## src/rtl/tc_ext_pkg.sv

```systemverilog
package tc_ext_pkg;

    localparam int CNT_W  = 16;
    localparam int OUT_W  = 32;
    localparam int FREQ_W = 32;

    typedef logic [CNT_W-1:0] cnt_t;
    typedef logic [OUT_W-1:0] acc_t;

    // Result of converting one latched sample
    typedef struct packed {
        cnt_t elapsed;
        logic near;
    } conv_t;

    // Read-side extension state
    typedef struct packed {
        acc_t offset;
        cnt_t last;
        logic ticked;
    } ext_state_t;

    // Rounded division; zero divisor yields the largest value (full period)
    function automatic logic [FREQ_W:0] round_div(input logic [FREQ_W-1:0] f,
                                                  input logic [FREQ_W-1:0] r);
        logic [FREQ_W:0] num;
        if (r == '0) return '1;
        num = {1'b0, f} + {2'b00, r[FREQ_W-1:1]};
        return num / {1'b0, r};
    endfunction

endpackage

```

## src/rtl/tc_reload_select.sv

```systemverilog
module tc_reload_select
    import tc_ext_pkg::*;
(
    input  logic              clk,
    input  logic              rst,
    input  logic              cfg_load,
    input  logic [FREQ_W-1:0] cfg_freq,
    input  logic [FREQ_W-1:0] cfg_rate,
    output cnt_t              reload_word,
    output cnt_t              max_count
);
    localparam logic [FREQ_W:0] FULL = (FREQ_W+1)'(1) << CNT_W;

    logic [FREQ_W:0] quot;
    logic            full_period;

    always_comb begin
        quot        = round_div(cfg_freq, cfg_rate);
        full_period = (quot >= FULL) || (quot == '0);
    end

    always_ff @(posedge clk) begin
        if (rst) begin
            reload_word <= '0;
            max_count   <= '1;
        end else if (cfg_load) begin
            reload_word <= full_period ? cnt_t'(0) : quot[CNT_W-1:0];
            max_count   <= full_period ? '1 : quot[CNT_W-1:0];
        end
    end
endmodule

```

## src/rtl/tc_sample_conv.sv

```systemverilog
module tc_sample_conv
    import tc_ext_pkg::*;
#(
    parameter int NEAR_LIMIT = 20
) (
    input  cnt_t  sample,
    input  cnt_t  max_count,
    input  logic  irq_masked,
    output conv_t conv
);
    cnt_t half;

    always_comb begin
        half         = max_count >> 1;
        conv.elapsed = max_count - sample;
        conv.near    = (conv.elapsed < cnt_t'(NEAR_LIMIT)) ||
                       (irq_masked && (conv.elapsed < half));
    end
endmodule

```

## src/rtl/tc_offset_acc.sv

```systemverilog
module tc_offset_acc
    import tc_ext_pkg::*;
(
    input  logic  clk,
    input  logic  rst,
    input  logic  rd_req,
    input  logic  irq_pending,
    input  logic  irq_serviced,
    input  conv_t conv,
    input  cnt_t  max_count,
    output logic  rd_valid,
    output acc_t  rd_count,
    output logic  ticked,
    output acc_t  offset
);
    ext_state_t st_q, st_rd, st_d;
    acc_t       count_d;
    acc_t       step;
    logic       wrap;

    always_comb begin
        step    = acc_t'(max_count);
        st_rd   = st_q;
        count_d = rd_count;
        wrap    = (conv.elapsed < st_q.last) ||
                  (!st_q.ticked && irq_pending && conv.near);
        // Read stage first
        if (rd_req) begin
            if (wrap) begin
                st_rd.offset = st_q.offset + step;
                st_rd.ticked = 1'b1;
            end
            st_rd.last = conv.elapsed;
            count_d    = acc_t'(conv.elapsed) + st_rd.offset;
        end
        // Service stage applies to what the read left
        st_d = st_rd;
        if (irq_serviced) begin
            if (st_rd.ticked) begin
                st_d.ticked = 1'b0;
            end else begin
                st_d.offset = st_rd.offset + step;
                st_d.last   = '0;
            end
        end
    end

    always_ff @(posedge clk) begin
        if (rst) begin
            st_q     <= '0;
            rd_valid <= 1'b0;
            rd_count <= '0;
        end else begin
            st_q     <= st_d;
            rd_valid <= rd_req;
            rd_count <= count_d;
        end
    end

    assign ticked = st_q.ticked;
    assign offset = st_q.offset;
endmodule

```

## src/rtl/tc_extender.sv

```systemverilog
module tc_extender
    import tc_ext_pkg::*;
#(
    parameter int NEAR_LIMIT = 20
) (
    input  logic        clk,
    input  logic        rst,
    input  logic        cfg_load,
    input  logic [31:0] cfg_freq,
    input  logic [31:0] cfg_rate,
    output logic [15:0] reload_word,
    input  logic        rd_req,
    input  logic [15:0] rd_sample,
    input  logic        irq_pending,
    input  logic        irq_masked,
    input  logic        irq_serviced,
    output logic        rd_valid,
    output logic [31:0] rd_count
);
    cnt_t  max_w;
    conv_t conv_w;
    logic  ticked_w;
    acc_t  offset_w;

    tc_reload_select u_reload (
        .clk        (clk),
        .rst        (rst),
        .cfg_load   (cfg_load),
        .cfg_freq   (cfg_freq),
        .cfg_rate   (cfg_rate),
        .reload_word(reload_word),
        .max_count  (max_w)
    );

    tc_sample_conv #(.NEAR_LIMIT(NEAR_LIMIT)) u_conv (
        .sample    (rd_sample),
        .max_count (max_w),
        .irq_masked(irq_masked),
        .conv      (conv_w)
    );

    tc_offset_acc u_acc (
        .clk         (clk),
        .rst         (rst),
        .rd_req      (rd_req),
        .irq_pending (irq_pending),
        .irq_serviced(irq_serviced),
        .conv        (conv_w),
        .max_count   (max_w),
        .rd_valid    (rd_valid),
        .rd_count    (rd_count),
        .ticked      (ticked_w),
        .offset      (offset_w)
    );
endmodule

```

## config.mk

```make
export PLATFORM = sky130hd
export DESIGN_NAME = tc_extender
export DESIGN_NICKNAME = d
export VERILOG_FILES = /design/src/rtl/tc_ext_pkg.sv /design/src/rtl/tc_reload_select.sv /design/src/rtl/tc_sample_conv.sv /design/src/rtl/tc_offset_acc.sv /design/src/rtl/tc_extender.sv
export SDC_FILE = /design/constraint.sdc
export NUM_CORES = 2
export LEC_CHECK = 0
export CORE_MARGIN = 2
export CORE_UTILIZATION = 70
export CTS_CLUSTER_DIAMETER = 80
export CTS_CLUSTER_SIZE = 25
export DETAILED_ROUTE_END_ITERATION = 10
export MAX_ROUTING_LAYER = met4
export PLACE_DENSITY = 0.95
export SLEW_MARGIN = 20
export SYNTH_ARGS = -nofsm -noshare
export SYNTH_HDL_FRONTEND = slang
export SYNTH_SLANG_ARGS = --single-unit
```

## constraint.sdc

```tcl
create_clock -name clk -period 240.9 [get_ports clk]
set_clock_uncertainty 0.2 [all_clocks]
set_input_delay 36.135 -clock clk [delete_from_list [all_inputs] [get_ports clk]]
set_output_delay 36.135 -clock clk [all_outputs]
set_load 0.02 [all_outputs]
```

Yosys cells after proc, flatten, opt, wreduce, memory -nomap -nowiden
Index checks and enable logic that the tools add are counted.
- logic and storage cells: 38
- input bits: 87
- bits in registers: 114
- output and inout bits: 49
- add/subtract/negate cells: 5
- reduce and logical (&&, ||, !) cells: 10
- order comparisons: 4
- divide/modulo/power cells: 1
- multiplexer cells: 11
- operator list (kind ; number):
    2-to-1 mux 49 bit ; 2
    2-to-1 mux 33 bit ; 2
    adder 32 x 16 -> 32 bit ; 2
    2-to-1 mux 32 bit ; 2
    2-to-1 mux 48 bit ; 1
    adder 32 x 31 -> 33 bit ; 1
    divider 33 x 32 -> 33 bit ; 1
    >= comparator 33 x 17 -> 1 bit, second input constant ; 1
    logical NOT 33 bit ; 1
    adder 16 x 32 -> 32 bit ; 1
    logical NOT 32 bit ; 1
    2-to-1 mux 16 bit ; 2
    < comparator 16 x 15 -> 1 bit ; 1
    < comparator 16 bit ; 1
    < comparator 16 x 5 -> 1 bit, second input constant ; 1
    subtractor 16 bit ; 1
    logical AND 1 bit ; 3
    logical OR 1 bit ; 3
    2-to-1 mux 1 bit ; 2
    OR reduction 2 bit ; 1
    logical NOT 1 bit ; 1

Longest topological paths before layout
- word-level depth: 12
- gate-level depth with buffers: 386
- gate-level depth less buffers: 347

Modules after synthesis
From an unflattened synthesis, not the netlist that was laid out.
- cell total of the unflattened synthesis: 6301
- area, all modules: 43595.6 µm²
- by module, submodules not included (module ; instances ; area each (µm²) ; cells each ; seq. area each (µm²)):
    tc_reload_select ; 1 ; 34862.2 ; 5150 ; 640.6
    tc_offset_acc ; 1 ; 7569.8 ; 988 ; 1641.6
    tc_sample_conv ; 1 ; 1163.6 ; 163 ; 0.0

Least setup slack after synthesis
No wires, ideal clock.
- kind: input to register
- start point: in cfg_rate[2]
- end point: reg u_reload.max_count[10]
- setup slack: 127.074 ns
- cell stages on the path: 356
- arrival: 113.565 ns
- required time: 240.639 ns
- cell sequence: inv_1 > fa_1 > nor2b_1 > o31a_1 > a41oi_1 > o21a_1 > o31a_1 > o21ai_0 > a21oi_1 > nor2b_1 > ha_1 > a41oi_1 > a221oi_1 > ha_1 > o21a_1 > o21ai_0 > nor3_1 > a311oi_1 > (+320 left out) > ha_1 > nor2b_1 > o21a_1 > o21a_1 > o21ai_0 > nand2b_1 > a211oi_1 > o21ai_0 > a221oi_1 > o21ai_0 > a21oi_1 > nand3_1 > nor3_1 > a21boi_0 > or2_2 > clkbuf_1 > clkbuf_1 > nand2_1
- cells in the longest elaborated chain, start to end: 6
- ends and longest elaborated chain (item ; RTL line ; RTL):
    start, declared ; tc_extender.sv:10 ; input logic [31:0] cfg_rate,
    adder 32 x 31 -> 33 bit or logical NOT 32 bit (tied branches) ; tc_ext_pkg.sv:28, tc_ext_pkg.sv:27 ;
    divider 33 x 32 -> 33 bit or 2-to-1 mux 1 bit (tied branches) ; tc_ext_pkg.sv:29, tc_ext_pkg.sv:27 ;
    2-to-1 mux 33 bit * ; tc_ext_pkg.sv:28 ; num = {1'b0, f} + {2'b00, r[FREQ_W-1:1]};
    >= comparator 33 x 17 -> 1 bit or logical NOT 33 bit (tied branches) ; tc_reload_select.sv:19 ; full_period = (quot >= FULL) || (quot == '0);
    logical OR 1 bit ; tc_reload_select.sv:19 ;
    2-to-1 mux 16 bit * ; tc_reload_select.sv:28 ; max_count <= full_period ? '1 : quot[CNT_W-1:0];
    end signal, assigned ; tc_reload_select.sv:28 ;
    end, declared ; tc_reload_select.sv:10 ; output cnt_t max_count
Every way passes the cells marked *; elsewhere a longest branch is shown, timed or not.
A chain may end at the register's enable or synchronous reset.

Worst setup path after layout
- start point: in cfg_rate[1]
- end point: reg u_reload.reload_word[11]
- cells in the longest elaborated chain, start to end: 6
- ends and longest elaborated chain (item ; RTL line ; RTL):
    adder 32 x 31 -> 33 bit or logical NOT 32 bit (tied branches) ; tc_ext_pkg.sv:28, tc_ext_pkg.sv:27 ;
    divider 33 x 32 -> 33 bit or 2-to-1 mux 1 bit (tied branches) ; tc_ext_pkg.sv:29, tc_ext_pkg.sv:27 ;
    2-to-1 mux 33 bit * ; tc_ext_pkg.sv:28 ;
    >= comparator 33 x 17 -> 1 bit or logical NOT 33 bit (tied branches) ; tc_reload_select.sv:19 ;
    logical OR 1 bit ; tc_reload_select.sv:19 ;
    2-to-1 mux 16 bit * ; tc_reload_select.sv:27 ; reload_word <= full_period ? cnt_t'(0) : quot[CNT_W-1:0];
    end signal, assigned ; tc_reload_select.sv:27 ;
    end, declared ; tc_reload_select.sv:9 ; output cnt_t reload_word,
Marks and branches as above.

==> results.sh <==
export IMPL_via_per_inst=7.33
export IMPL_ff2ff_setup_slack_ns=231.15
export IMPL_clk_latency_ns=0.44
export IMPL_share_comb_of_total_power_pct=86.9
export IMPL_yosysSeqAreaShare_pct=5.59
export IMPL_ys_flop_type="dfxtp_1"
export IMPL_cts_num_sinks=114
export IMPL_crit_top_cell="ha_1"
export IMPL_die_area_um2=60300
export IMPL_postSynthCellCount=5881
export IMPL_dpl_hpwl_mm=125
export IMPL_use_met2_pct=77.4
export IMPL_worstPathRequired_ns=241.03
export IMPL_worstSetupStartpointType="primary input"
export IMPL_synth_area_um2=40900
export IMPL_setup_violations=0
export IMPL_grt_pass1_wl_mm=251
export IMPL_drc=0
export IMPL_slew_violations=0
export IMPL_synth_fp_nets=6657
export IMPL_yosys_warnings=0
export IMPL_place_congestion=1.16
export IMPL_p_leak_nw=20.2
export IMPL_worstSetupPathType="primary input to flop"
export IMPL_finalSetupTns_ns=0
export IMPL_path_clk_slew_ns=0.07
export IMPL_async_flop_share_pct=0
export IMPL_ioPinCount=136
export IMPL_worstPathMaxFanout=36
export IMPL_cp_arrival_ns=127.89
export IMPL_use_met1_pct=64.5
export IMPL_ant_nets=0
export IMPL_use_met3_pct=14.6
export IMPL_core_area_um2=57700
export IMPL_clock_root_buffer="clkbuf_16"
export IMPL_cts_tree="built"
export IMPL_wl_per_cell_um=24.4
export IMPL_antenna_found_initial=4
export IMPL_grt_max_degree=68
export IMPL_max_slew_margin_rel_pct=14.7
export IMPL_ys_seq_elements=114
export IMPL_slowest_stage="o31ai_1"
export IMPL_overflow=0
export IMPL_fin_crit_sh_pct=53.0
export IMPL_gr_usage_all_layers_pct=53.5
export IMPL_r2r_start="u_reload.max_count[0]"
export IMPL_internal_power_uw=186
export IMPL_die_width_um=246
export IMPL_syn2layout_area_growth_pct=7.09
export IMPL_hold_buffers=0
export IMPL_die_h_um=246
export IMPL_min_to="u_acc.st_q[13]"
export IMPL_h_tree_depth=4
export IMPL_power_density_nw_per_um2=9.67
export IMPL_ir_worst_vdd_mv=0.0140
export IMPL_routed_wl_mm=164
export IMPL_grt_pass1_vias=45800
export IMPL_worstMarginPinSlew_ns=1.27
export IMPL_vias=49300
export IMPL_hold_viol=0
export IMPL_r2r_cells=38
export IMPL_rsz0062_at_grt="no"
export IMPL_final_nets=6714
export IMPL_synth_edff_count=0
export IMPL_fin_ws_ns=113.14
export IMPL_post_cts_buffers=0
export IMPL_worstHoldStart="u_acc.st_q[13]"
export IMPL_numCtsBuffers=17
export IMPL_hold_depth=2
export IMPL_max_freq_ghz=0.00783
export IMPL_drive_gt1_share_pct=5.41
export IMPL_outcome="finished clean"
export IMPL_dr_pass1_iters=10
export IMPL_rows=88
export IMPL_cp_slowest_stage_delay_ns=0.95
export IMPL_cts_resized=0
export IMPL_syn_avg_cell_area_um2=6.95
export IMPL_power_share_clock_pct=6.3
export IMPL_synth_cell_types=91
export IMPL_drv_cap=0
export IMPL_grt_busiest_layer="met2"
export IMPL_io_buffers=135
export IMPL_cts_buffer_depth=2
export IMPL_place_ws_ns=116.27
export IMPL_netSwitchingPower_uw=237
export IMPL_cp_end_kind="flop"
export IMPL_initial_core_util_pct=70.8
export IMPL_reg2reg_to="u_acc.rd_count[28]"
export IMPL_switching_share_pct=56.0
export IMPL_post_route_min_period_ns=127.76
export IMPL_hold_class="flop to flop"
export IMPL_pwr_share_seq_pct=6.7
export IMPL_drt_initial_drc_count=6701
area by class of cell:
class	count	area [um^2]
tap	765	957
antenna	5	12.5
sequential	114	2280
multi-input combinational	5343	37100
clock inverter	15	170
timing repair buffer	206	1880
fill	4486	13900
inverter	256	961
clock buffer	17	425
cell usage after synthesis (80+ instances only):
| library cell | instances | area share [%] |
|---|---|---|
| nand3_1 | 151 | 1.8 |
| o21ai_0 | 311 | 3.8 |
| ha_1 | 684 | 21 |
| inv_1 | 256 | 2.4 |
| xor2_1 | 190 | 4.1 |
| xnor2_1 | 264 | 5.7 |
| a31oi_1 | 102 | 1.6 |
| nor3_1 | 186 | 2.3 |
| dfxtp_1 | 114 | 5.6 |
| nand2_1 | 607 | 5.6 |
| a21oi_1 | 479 | 5.9 |
| mux2_2 | 80 | 2.2 |
| clkbuf_1 | 137 | 1.3 |
| a21o_1 | 246 | 4.5 |
| o21a_1 | 173 | 3.2 |
| nor2_1 | 648 | 6.0 |
critical path, delay by kind of cell:
family	cells	cell delay, ns
fa+ha+maj	35	11.43
buf+inv	19	4.66
simple gates	82	22.00
compound gates	185	52.55
mux	3	0.91
flip-flops by register name, indices dropped and copies added (netlist names):
name and cells:
u_acc.offset 32, u_acc.rd_count 32, u_acc.rd_valid 1, u_acc.st_q 16
u_acc.ticked 1, u_reload.max_count 16, u_reload.reload_word 16
metal layers:
layer  vias up  part of all wire, %
li1      22000                    -
met1     22200                   37
met2      3922                   40
met3      1113                   15
met4         0                  8.7
met5         -                    0
metrics by stage:
step / instances / total power, mW / cell area [um^2] / hold WS [ns] / utilization (%)
after floorplan: 5881 / 0.290 / 40900 / 0.245 / -
after global placement: 6682 / 0.359 / 43100 / 0.257 / 74.7
after detailed placement: 6682 / 0.371 / 43100 / 0.268 / 74.7
after CTS: 6714 / 0.406 / 43700 / 0.281 / 75.7
after global routing: 6720 / 0.451 / 43800 / 0.320 / 75.8
final: 6721 / 0.423 / 43800 / 0.284 / 75.8
worst max-delay path by stage:
| stage | start | end | slack, ns | depth (start not counted) |
|---|---|---|---|---|
| global placement | cfg_rate[1] | u_reload.reload_word[11] | 118.67 | 324 |
| CTS | cfg_rate[1] | u_reload.reload_word[8] | 116.31 | 322 |
| floorplan | cfg_rate[2] | u_reload.max_count[10] | 127.07 | 356 |
| finish | cfg_rate[1] | u_reload.reload_word[11] | 113.14 | 324 |
| detailed placement | cfg_rate[1] | u_reload.reload_word[8] | 116.27 | 326 |
| global route | cfg_rate[1] | u_reload.reload_word[11] | 108.50 | 326 |
cell families (layout without fill, tap and decap cells):
group | after synthesis | after routing | share of synthesized area, %
AOI/OAI and AO/OA | 1958 | 1958 | 32.0
xor gates and xnor gates | 454 | 454 | 9.73
adders and majority gates | 689 | 689 | 21.2
buffers and inverters | 424 | 494 | 3.91
DFF | 114 | 114 | 5.59
muxes | 135 | 135 | 3.55
other | 0 | 5 | 0
and+or+nand+nor | 2107 | 2107 | 24.1
power groups by stage:
stage,Sequential [mW],Combinational [mW],Clock (mW)
after floorplan,0.0282,0.262,0
after global placement,0.0280,0.331,0
after detailed placement,0.0282,0.343,0
after CTS,0.0280,0.351,0.0263
after global routing,0.0287,0.395,0.0273
final,0.0285,0.368,0.0268
cell usage in the layout (no fill, tap or decap), drive strengths merged, types with 37 or more instances in the layout:
cell type / count
o31ai: 55
a21o: 246
or2: 43
a211oi: 71
a31oi: 102
clkdlybuf4s50: 133
nor2b: 70
a21oi: 479
and2: 59
nor3: 186
o22ai: 56
mux2: 80
and3: 54
nand3: 151
inv: 263
o21ai: 316
o21bai: 51
nor2: 648
nand2: 607
or3: 55
ha: 684
nand4: 47
nand2b: 63
dfxtp: 114
mux2i: 55
nor4: 37
xnor2: 264
xor2: 190
buf: 72
o211ai: 62
o21a: 173
Note: power is estimated with default switching activity, not from simulation.
